$ cat src/rtl/rst_merge_pkg.sv
package rst_merge_pkg;

  typedef enum logic [1:0] {
    CAUSE_PWR = 2'd0,
    CAUSE_PIN = 2'd1,
    CAUSE_KEY = 2'd2,
    CAUSE_WDT = 2'd3
  } cause_e;

  // Required key lines for a chord setting: setting s needs the low s+1 lines.
  function automatic logic [3:0] chord_mask(input logic [1:0] sel);
    logic [4:0] ones;
    ones = (5'd1 << ({3'd0, sel} + 5'd1)) - 5'd1;
    return (sel == 2'd0) ? 4'd0 : ones[3:0];
  endfunction

  function automatic logic chord_hit(input logic [3:0] keys, input logic [1:0] sel);
    return (sel != 2'd0) && ((keys & chord_mask(sel)) == chord_mask(sel));
  endfunction

endpackage

$ cat src/rtl/rst_hold_filter.sv
module rst_hold_filter #(
  parameter int unsigned QUAL = 160
) (
  input  logic clk,
  input  logic arst,
  input  logic cond_i,
  output logic fire_o,
  output logic act_o
);
  localparam int unsigned CW = $clog2(QUAL + 1);
  localparam logic [CW-1:0] FULL = CW'(QUAL);
  localparam logic [CW-1:0] LAST = CW'(QUAL - 1);

  logic [CW-1:0] cnt_q;

  always_ff @(posedge clk or posedge arst) begin
    if (arst)                cnt_q <= '0;
    else if (!cond_i)        cnt_q <= '0;
    else if (cnt_q != FULL)  cnt_q <= cnt_q + 1'b1;
  end

  // fire_o marks the edge on which act_o will rise
  assign fire_o = cond_i && (cnt_q == LAST);
  assign act_o  = (cnt_q == FULL);
endmodule

$ cat src/rtl/rst_wdt_stretch.sv
module rst_wdt_stretch #(
  parameter int unsigned HOLD = 4
) (
  input  logic clk,
  input  logic arst,
  input  logic req_i,
  output logic act_o
);
  localparam int unsigned WW = $clog2(HOLD + 1);
  localparam logic [WW-1:0] LOAD = WW'(HOLD);

  logic [WW-1:0] left_q;

  always_ff @(posedge clk or posedge arst) begin
    if (arst)                left_q <= '0;
    else if (req_i)          left_q <= LOAD;
    else if (left_q != '0)   left_q <= left_q - 1'b1;
  end

  assign act_o = (left_q != '0);
endmodule

$ cat src/rtl/rst_merge_ctrl.sv
module rst_merge_ctrl
  import rst_merge_pkg::*;
#(
  parameter int unsigned QUAL_CYC = 160,
  parameter int unsigned WDT_CYC  = 4
) (
  input  logic       clk,
  input  logic       por_i,
  input  logic       osc_ok_i,
  input  logic       rst_pin_i,
  input  logic [3:0] keys_i,
  input  logic [1:0] chord_sel_i,
  input  logic       wdt_req_i,
  output logic       sys_rst_o,
  output logic [1:0] cause_o
);
  localparam int unsigned NSRC = 2;  // index 0: pin, index 1: chord

  logic            pwr_hold;
  logic [1:0]      sel_q;
  logic            chord_cond;
  logic [NSRC-1:0] src_cond, src_fire, src_act;
  logic            pin_act, chord_act, pin_fire, chord_fire, wdt_act;
  cause_e          cause_q;

  always_ff @(posedge clk or posedge por_i) begin
    if (por_i)         pwr_hold <= 1'b1;
    else if (osc_ok_i) pwr_hold <= 1'b0;
  end

  always_ff @(posedge clk or posedge por_i) begin
    if (por_i)          sel_q <= 2'd0;
    else if (sys_rst_o) sel_q <= chord_sel_i;
  end

  assign chord_cond = chord_hit(keys_i, sel_q);
  assign src_cond   = {chord_cond, rst_pin_i};

  generate
    for (genvar g = 0; g < NSRC; g++) begin : g_flt
      rst_hold_filter #(.QUAL(QUAL_CYC)) u_flt (
        .clk    (clk),
        .arst   (por_i),
        .cond_i (src_cond[g]),
        .fire_o (src_fire[g]),
        .act_o  (src_act[g])
      );
    end
  endgenerate

  assign pin_act    = src_act[0];
  assign chord_act  = src_act[1];
  assign pin_fire   = src_fire[0];
  assign chord_fire = src_fire[1];

  rst_wdt_stretch #(.HOLD(WDT_CYC)) u_wdt (
    .clk   (clk),
    .arst  (por_i),
    .req_i (wdt_req_i),
    .act_o (wdt_act)
  );

  assign sys_rst_o = pwr_hold | pin_act | chord_act | wdt_act;

  always_ff @(posedge clk or posedge por_i) begin
    if (por_i)           cause_q <= CAUSE_PWR;
    else if (wdt_req_i)  cause_q <= CAUSE_WDT;
    else if (chord_fire) cause_q <= CAUSE_KEY;
    else if (pin_fire)   cause_q <= CAUSE_PIN;
  end

  assign cause_o = cause_q;
endmodule


$ cat config.mk
export PLATFORM = sky130hd
export DESIGN_NAME = rst_merge_ctrl
export DESIGN_NICKNAME = d
export VERILOG_FILES = /design/src/rtl/rst_merge_pkg.sv /design/src/rtl/rst_hold_filter.sv /design/src/rtl/rst_wdt_stretch.sv /design/src/rtl/rst_merge_ctrl.sv
export SDC_FILE = /design/constraint.sdc
export NUM_CORES = 1
export LEC_CHECK = 0
export BUFFER_PORTS_ARGS = -buffer_cell sky130_fd_sc_hd__buf_2
export CORE_ASPECT_RATIO = 1.5
export CORE_MARGIN = 2
export CORE_UTILIZATION = 45
export CTS_BUF_LIST = sky130_fd_sc_hd__clkbuf_8
export CTS_CLUSTER_DIAMETER = 60
export DETAILED_ROUTE_END_ITERATION = 6
export PLACE_DENSITY = 0.68
export SYNTH_ARGS = -nofsm -noshare
export SYNTH_HDL_FRONTEND = slang
export SYNTH_SLANG_ARGS = --single-unit
$ cat constraint.sdc
create_clock -name clk -period 3 [get_ports clk]
set_input_delay 0 -clock clk [delete_from_list [all_inputs] [get_ports clk]]
set_output_delay 0 -clock clk [all_outputs]
set_load 0.01 [all_outputs]
# After elaboration in Yosys (flattened, before gate mapping)
# Index checks and enable logic that the tools add are counted.
# totals
mem_count,0
latch_bits,0
out_inout_bits,3
reg_bits,24
inputBits,11
romBits,0
ram_bits,0
wordCells,43
# op_classes
shift,1
n_bitwise,4
n_mux,10
n_reduce_logical,8
magnitude_cmp,0
n_mul,0
add_sub_neg,5
n_eq_ne,9
n_div,0
# op_table
cell,n
$eq 8x8->1 const B,4
$mux 8,4
$add 8x1->8 const B,2
$ne 8x8->1 const B,2
$mux 2,3
$mux 3,2
$reduce_bool 3->1,2
$and 4x4->4,1
$eq 4x4->1,1
$mux 4,1
$reduce_bool 2->1,2
$shl 1x3->4 const A,1
$sub 4x1->4 const B,1
$add 2x1->3 const B,1
$logic_and 1x1->1,3
$or 1x1->1,3
$sub 3x1->3 const B,1
$logic_not 2->1,1
$ne 2x1->1 const B,1
$ne 2x2->1 const B,1

# Logic depth before layout (Yosys ltp)
# logic_depth
word_depth,10
ltp_mapped,7
ltp_nobuf,6

# By module
# Synthesis repeated with hierarchy kept, for this count alone.
# hier_totals
cells_unflattened,132
area_unflattened_um2,1341.3
# modules_own_cells
mod,cells_per_inst,seq_area_each_um2,area_each_um2,instances
rst_hold_filter (g_flt[0].u_flt),47,200.2,464.2,1
rst_hold_filter (g_flt[1].u_flt),47,200.2,461.7,1
rst_merge_ctrl,21,126.4,234.0,1
rst_wdt_stretch,17,75.1,181.4,1

# Worst setup path before layout
# OpenSTA, ideal clock, no wires.
# synth_path
kind,register -> register
from,register g_flt[1].u_flt.cnt_q[0]
to,register sel_q[0]
period_less_slack_ns,1.745
n_path_buf,1
required_ns,2.875
path_stages_with_launch,8
arrival_ns,1.620
setup_time_ns,0.125
path_slack_ns,1.255
cell_sequence,dfrtp_1 > inv_1 > ha_1 > nand4b_1 > or4_1 > buf_2 > nand3_4 > mux2_4
# synth_via
elab_chain_len,3
# synth_rtl
element,line,rtl
"start, declared",rst_hold_filter.sv:14,logic [CW-1:0] cnt_q;
"start signal, assigned",rst_hold_filter.sv:19,else if (cnt_q != FULL) cnt_q <= cnt_q + 1'b1;
$eq 8x8->1,rst_hold_filter.sv:24,assign act_o = (cnt_q == FULL);
$or 1x1->1 (2 in a row),rst_merge_ctrl.sv:63,assign sys_rst_o = pwr_hold | pin_act | chord_act | wdt_act;
named net sys_rst_o,rst_merge_ctrl.sv:14,"output logic sys_rst_o,"
"end signal, assigned",rst_merge_ctrl.sv:33,else if (sys_rst_o) sel_q <= chord_sel_i;
"end, declared",rst_merge_ctrl.sv:20,logic [1:0] sel_q;
# The timed path passes the listed nets, and every way through them passes these cells.
# A chain may end at the register's enable or synchronous reset.

# Final worst setup path
# layout_path
from,register g_flt[1].u_flt.cnt_q[0]
to,register sel_q[0]
# layout_via
elab_chain_len,3
# layout_rtl
element,line
$eq 8x8->1,rst_hold_filter.sv:24
$or 1x1->1 (2 in a row),rst_merge_ctrl.sv:63
# No other way between the ends.

==> flow_metrics.py <==
metrics = {
    "sta": {
        "slew_headroom_pct": 41.3,
        "clock.fmax_mhz": 535,
        "min_period_over_period_pct": 62.4,
        "grt_setup_unrepaired": "false",
        "finalMaxSlewViolations": 0,
        "finalSetupViolations": 0,
        "finalSetupTns_ps": 0,
        "worst_pin_slew_ps": 880,
        "fin_skew_ps": 1.33,
        "whs_ps": 15.6,
        "period_needed_ps": 1870,
        "hold_violations": 0,
    },
    "power_and_ir_drop": {
        "p_leak_nw": 0.644,
        "netSwitchingPower_mw": 0.201,
        "internal_power_mw": 0.519,
        "p_comb_share_pct": 21.7,
        "sw_frac_of_total_pct": 27.9,
        "power_frac_seq_pct": 52.3,
        "clkPwrFrac_pct": 26.1,
        "ir_drop_mv": 0.389,
        "power.density_nw_per_um2": 496,
    },
    "logic_synthesis": {
        "synth_edf_count": 0,
        "synth_area_um2": 1250,
        "synth_cells": 120,
        "yosysWarnings": 0,
        "synth.distinct_cells": 32,
        "synthFlopType": "dfrtp_1",
        "synthArstFlopShare_pct": 100,
        "synth_nets": 137,
        "avgSynthCellArea_um2": 10.4,
        "seq_area_frac_synth_pct": 48.1,
        "ys_ff_latch": 24,
    },
    "outcome": {
        "outcome": "finished, final reports clean",
    },
    "routing": {
        "drt-initial-drc-count": 40,
        "routedWlPerCell_um": 13.0,
        "dr.pass1.iters": 4,
        "ant_nets": 0,
        "route.detailed.drc": 0,
        "viasPerCell": 5.04,
        "wl_mm": 2.32,
        "vias": 897,
    },
    "worst_setup_path": {
        "critPathKind": "register to register",
        "path_delay_family": "simple AND/OR/NAND/NOR gates",
        "crit_path_cell_trace": "inv_1, ha_1, nand4b_1, or4_1, nand3_4, mux2_4",
        "crit_path_max_fanout": 5,
        "critPathRequiredTime_ps": 3150,
        "critPathSlowestCell": "or4_1",
        "cpPeakStageDelay_ps": 550,
        "cp-start-kind": "register",
        "cp-end-kind": "register",
        "crit_arrival_ps": 2020,
        "path_buf_inv": 1,
    },
    "global_route": {
        "grt_pass1_wl_mm": 4.06,
        "grt.overflow.total": 0,
        "grt_pass1_vias": 1000,
        "grt_start_max_net_pins": 25,
        "antenna_found_initial": 0,
        "grt_use_total_pct": 18.0,
    },
    "clock_network": {
        "clk_latency_ps": 260,
        "root_buffer": "clkbuf_8",
        "ctsHtreeMaxLevel": 1,
        "cts_buffer_depth": 2,
        "cts_tree": "done",
        "clock-sinks": 24,
        "cts_setup_buffers": 0,
        "ctsHoldBuffers": 5,
        "cts_buffers": 3,
        "ctsResizeCount": 0,
        "path_clk_slew_ps": 80,
    },
    "placed_design": {
        "io_buffers": 13,
        "dp.final_hpwl_mm": 1.74,
        "gp_congestion": 0.754,
    },
    "floorplan": {
        "rows": 23,
        "core-area_um2": 2650,
        "die_w_um": 47.0,
        "die-area_um2": 3220,
        "die_h_um": 68.6,
        "num_io_pins": 14,
        "initial_core_util_pct": 47.2,
    },
    "final_layout": {
        "drive_above_1_share_pct": 14.9,
        "antenna_cells": 0,
        "layout.nets": 159,
        "area_growth_pct": 16.1,
    },
    "job": {
        "maxCapViolCount": 0,
    },
    "worst_hold_path": {
        "hold_path_class": "input pin to register",
    },
}
worst register-to-register path, delay by kind of cell (launching register included):
kind / cells / cell delay [ps]
AND/OR/NAND/NOR: 3 / 790
flip-flops: 1 / 430
multiplexers: 1 / 300
adder cells (fa/ha/maj): 1 / 150
buffers and inverters: 1 / 90
state kept, by name, summed over array words and instances, names as in the netlist:
| register | count |
|---|---|
| g_flt.u_flt.cnt_q | 16 |
| u_wdt.left_q | 3 |
| cause_o | 2 |
| sel_q | 2 |
| pwr_hold | 1 |
cells in the mapped netlist, types with 2 or more instances:
cell | instances | area [um2]
or4_1 | 2 | 15.0
xor2_1 | 2 | 17.5
and3_1 | 2 | 12.5
nor2b_1 | 6 | 37.5
a21oi_1 | 3 | 15.0
nand3_1 | 9 | 45.0
inv_1 | 10 | 37.5
xnor2_1 | 11 | 96.3
and2_1 | 6 | 37.5
dfrtp_1 | 23 | 576
nand2b_1 | 3 | 18.8
nor2_1 | 13 | 48.8
nand4_1 | 2 | 12.5
ha_1 | 6 | 75.1
nand2_1 | 3 | 11.3
mux2_4 | 2 | 30.0
mux2i_1 | 2 | 20.0
final cells by class:
cell class / instances / area (um2)
flip-flops and latches: 24 / 602
multi-input cells: 85 / 606
well taps: 37 / 46.3
fillers: 269 / 1200
clock buffers: 3 / 41.3
clock inverters: 1 / 3.75
inverters: 10 / 37.5
repair buffers: 18 / 115
routing by layer:
metal	routed length [um]	part of all wire (%)	global-route usage, %	up-vias
met5	0	0	0	-
met4	73	3.2	9.72	0
met3	70	3.0	2.34	7
met2	1260	54	34.1	17
met1	916	40	18.0	431
li1	-	-	-	442
kinds of logic (layout without fill, tap and decap cells):
group / count (synthesis) / after routing / synth area share [%]
AO/OA/AOI/OAI: 9 / 9 / 4.91
XOR/XNOR: 13 / 13 / 9.11
adder cells (fa/ha/maj): 6 / 6 / 6.01
buffers and inverters: 11 / 32 / 3.40
flip-flops: 24 / 24 / 48.1
multiplexers: 4 / 4 / 4.00
AND/OR/NAND/NOR: 53 / 53 / 24.4
path summary, 6_finish.rpt:
kind                                                       endpoint                           startpoint  slack (ps)  cells past startpoint
worst min register to register                 pwr_hold$_DFFE_PP1P_                 pwr_hold$_DFFE_PP1P_         480                      1
worst min-delay path            g_flt[0].u_flt.cnt_q[2]$_DFFE_PP0P_                            rst_pin_i          20                      2
worst max-delay path                           sel_q[0]$_DFFE_PP0P_  g_flt[1].u_flt.cnt_q[0]$_DFFE_PP0P_        1130                      6
worst max register to register                 sel_q[0]$_DFFE_PP0P_  g_flt[1].u_flt.cnt_q[0]$_DFFE_PP0P_        1130                      6
min in group asynchronous                      sel_q[1]$_DFFE_PP0P_                                por_i         460                      3
max in group asynchronous       g_flt[0].u_flt.cnt_q[4]$_DFFE_PP0P_                                por_i        2000                      3
power by group through the flow:
stage / clock network, mW / logic, mW / registers, mW
after detailed placement: 0 / 0.155 / 0.383
final: 0.188 / 0.156 / 0.377
after global placement: 0 / 0.144 / 0.381
after CTS: 0.197 / 0.161 / 0.377
after floorplan: 0 / 0.117 / 0.377
after global routing: 0.207 / 0.184 / 0.382
metrics by stage:
stage,total power [mW],utilization [%],instances,worst slack [ps],instance area (um2)
floorplan,0.494,-,120,1260,1250
global placement,0.525,51.2,169,1210,1360
detailed placement,0.538,51.2,169,1140,1360
CTS,0.735,54.8,178,1130,1450
global route,0.773,54.8,178,1050,1450
finish,0.720,54.8,178,1130,1450
cells in the final DEF, fill, tap and decap left out, types with 5 or more instances in the layout:
cell type,count
xnor2_1,11
nor2_1,13
and2_1,6
buf_2,13
nor2b_1,6
nand3_1,9
inv_1,11
ha_1,6
dlygate4sd3_1,5
dfrtp_1,23
Power figures use the tool's default switching activity.
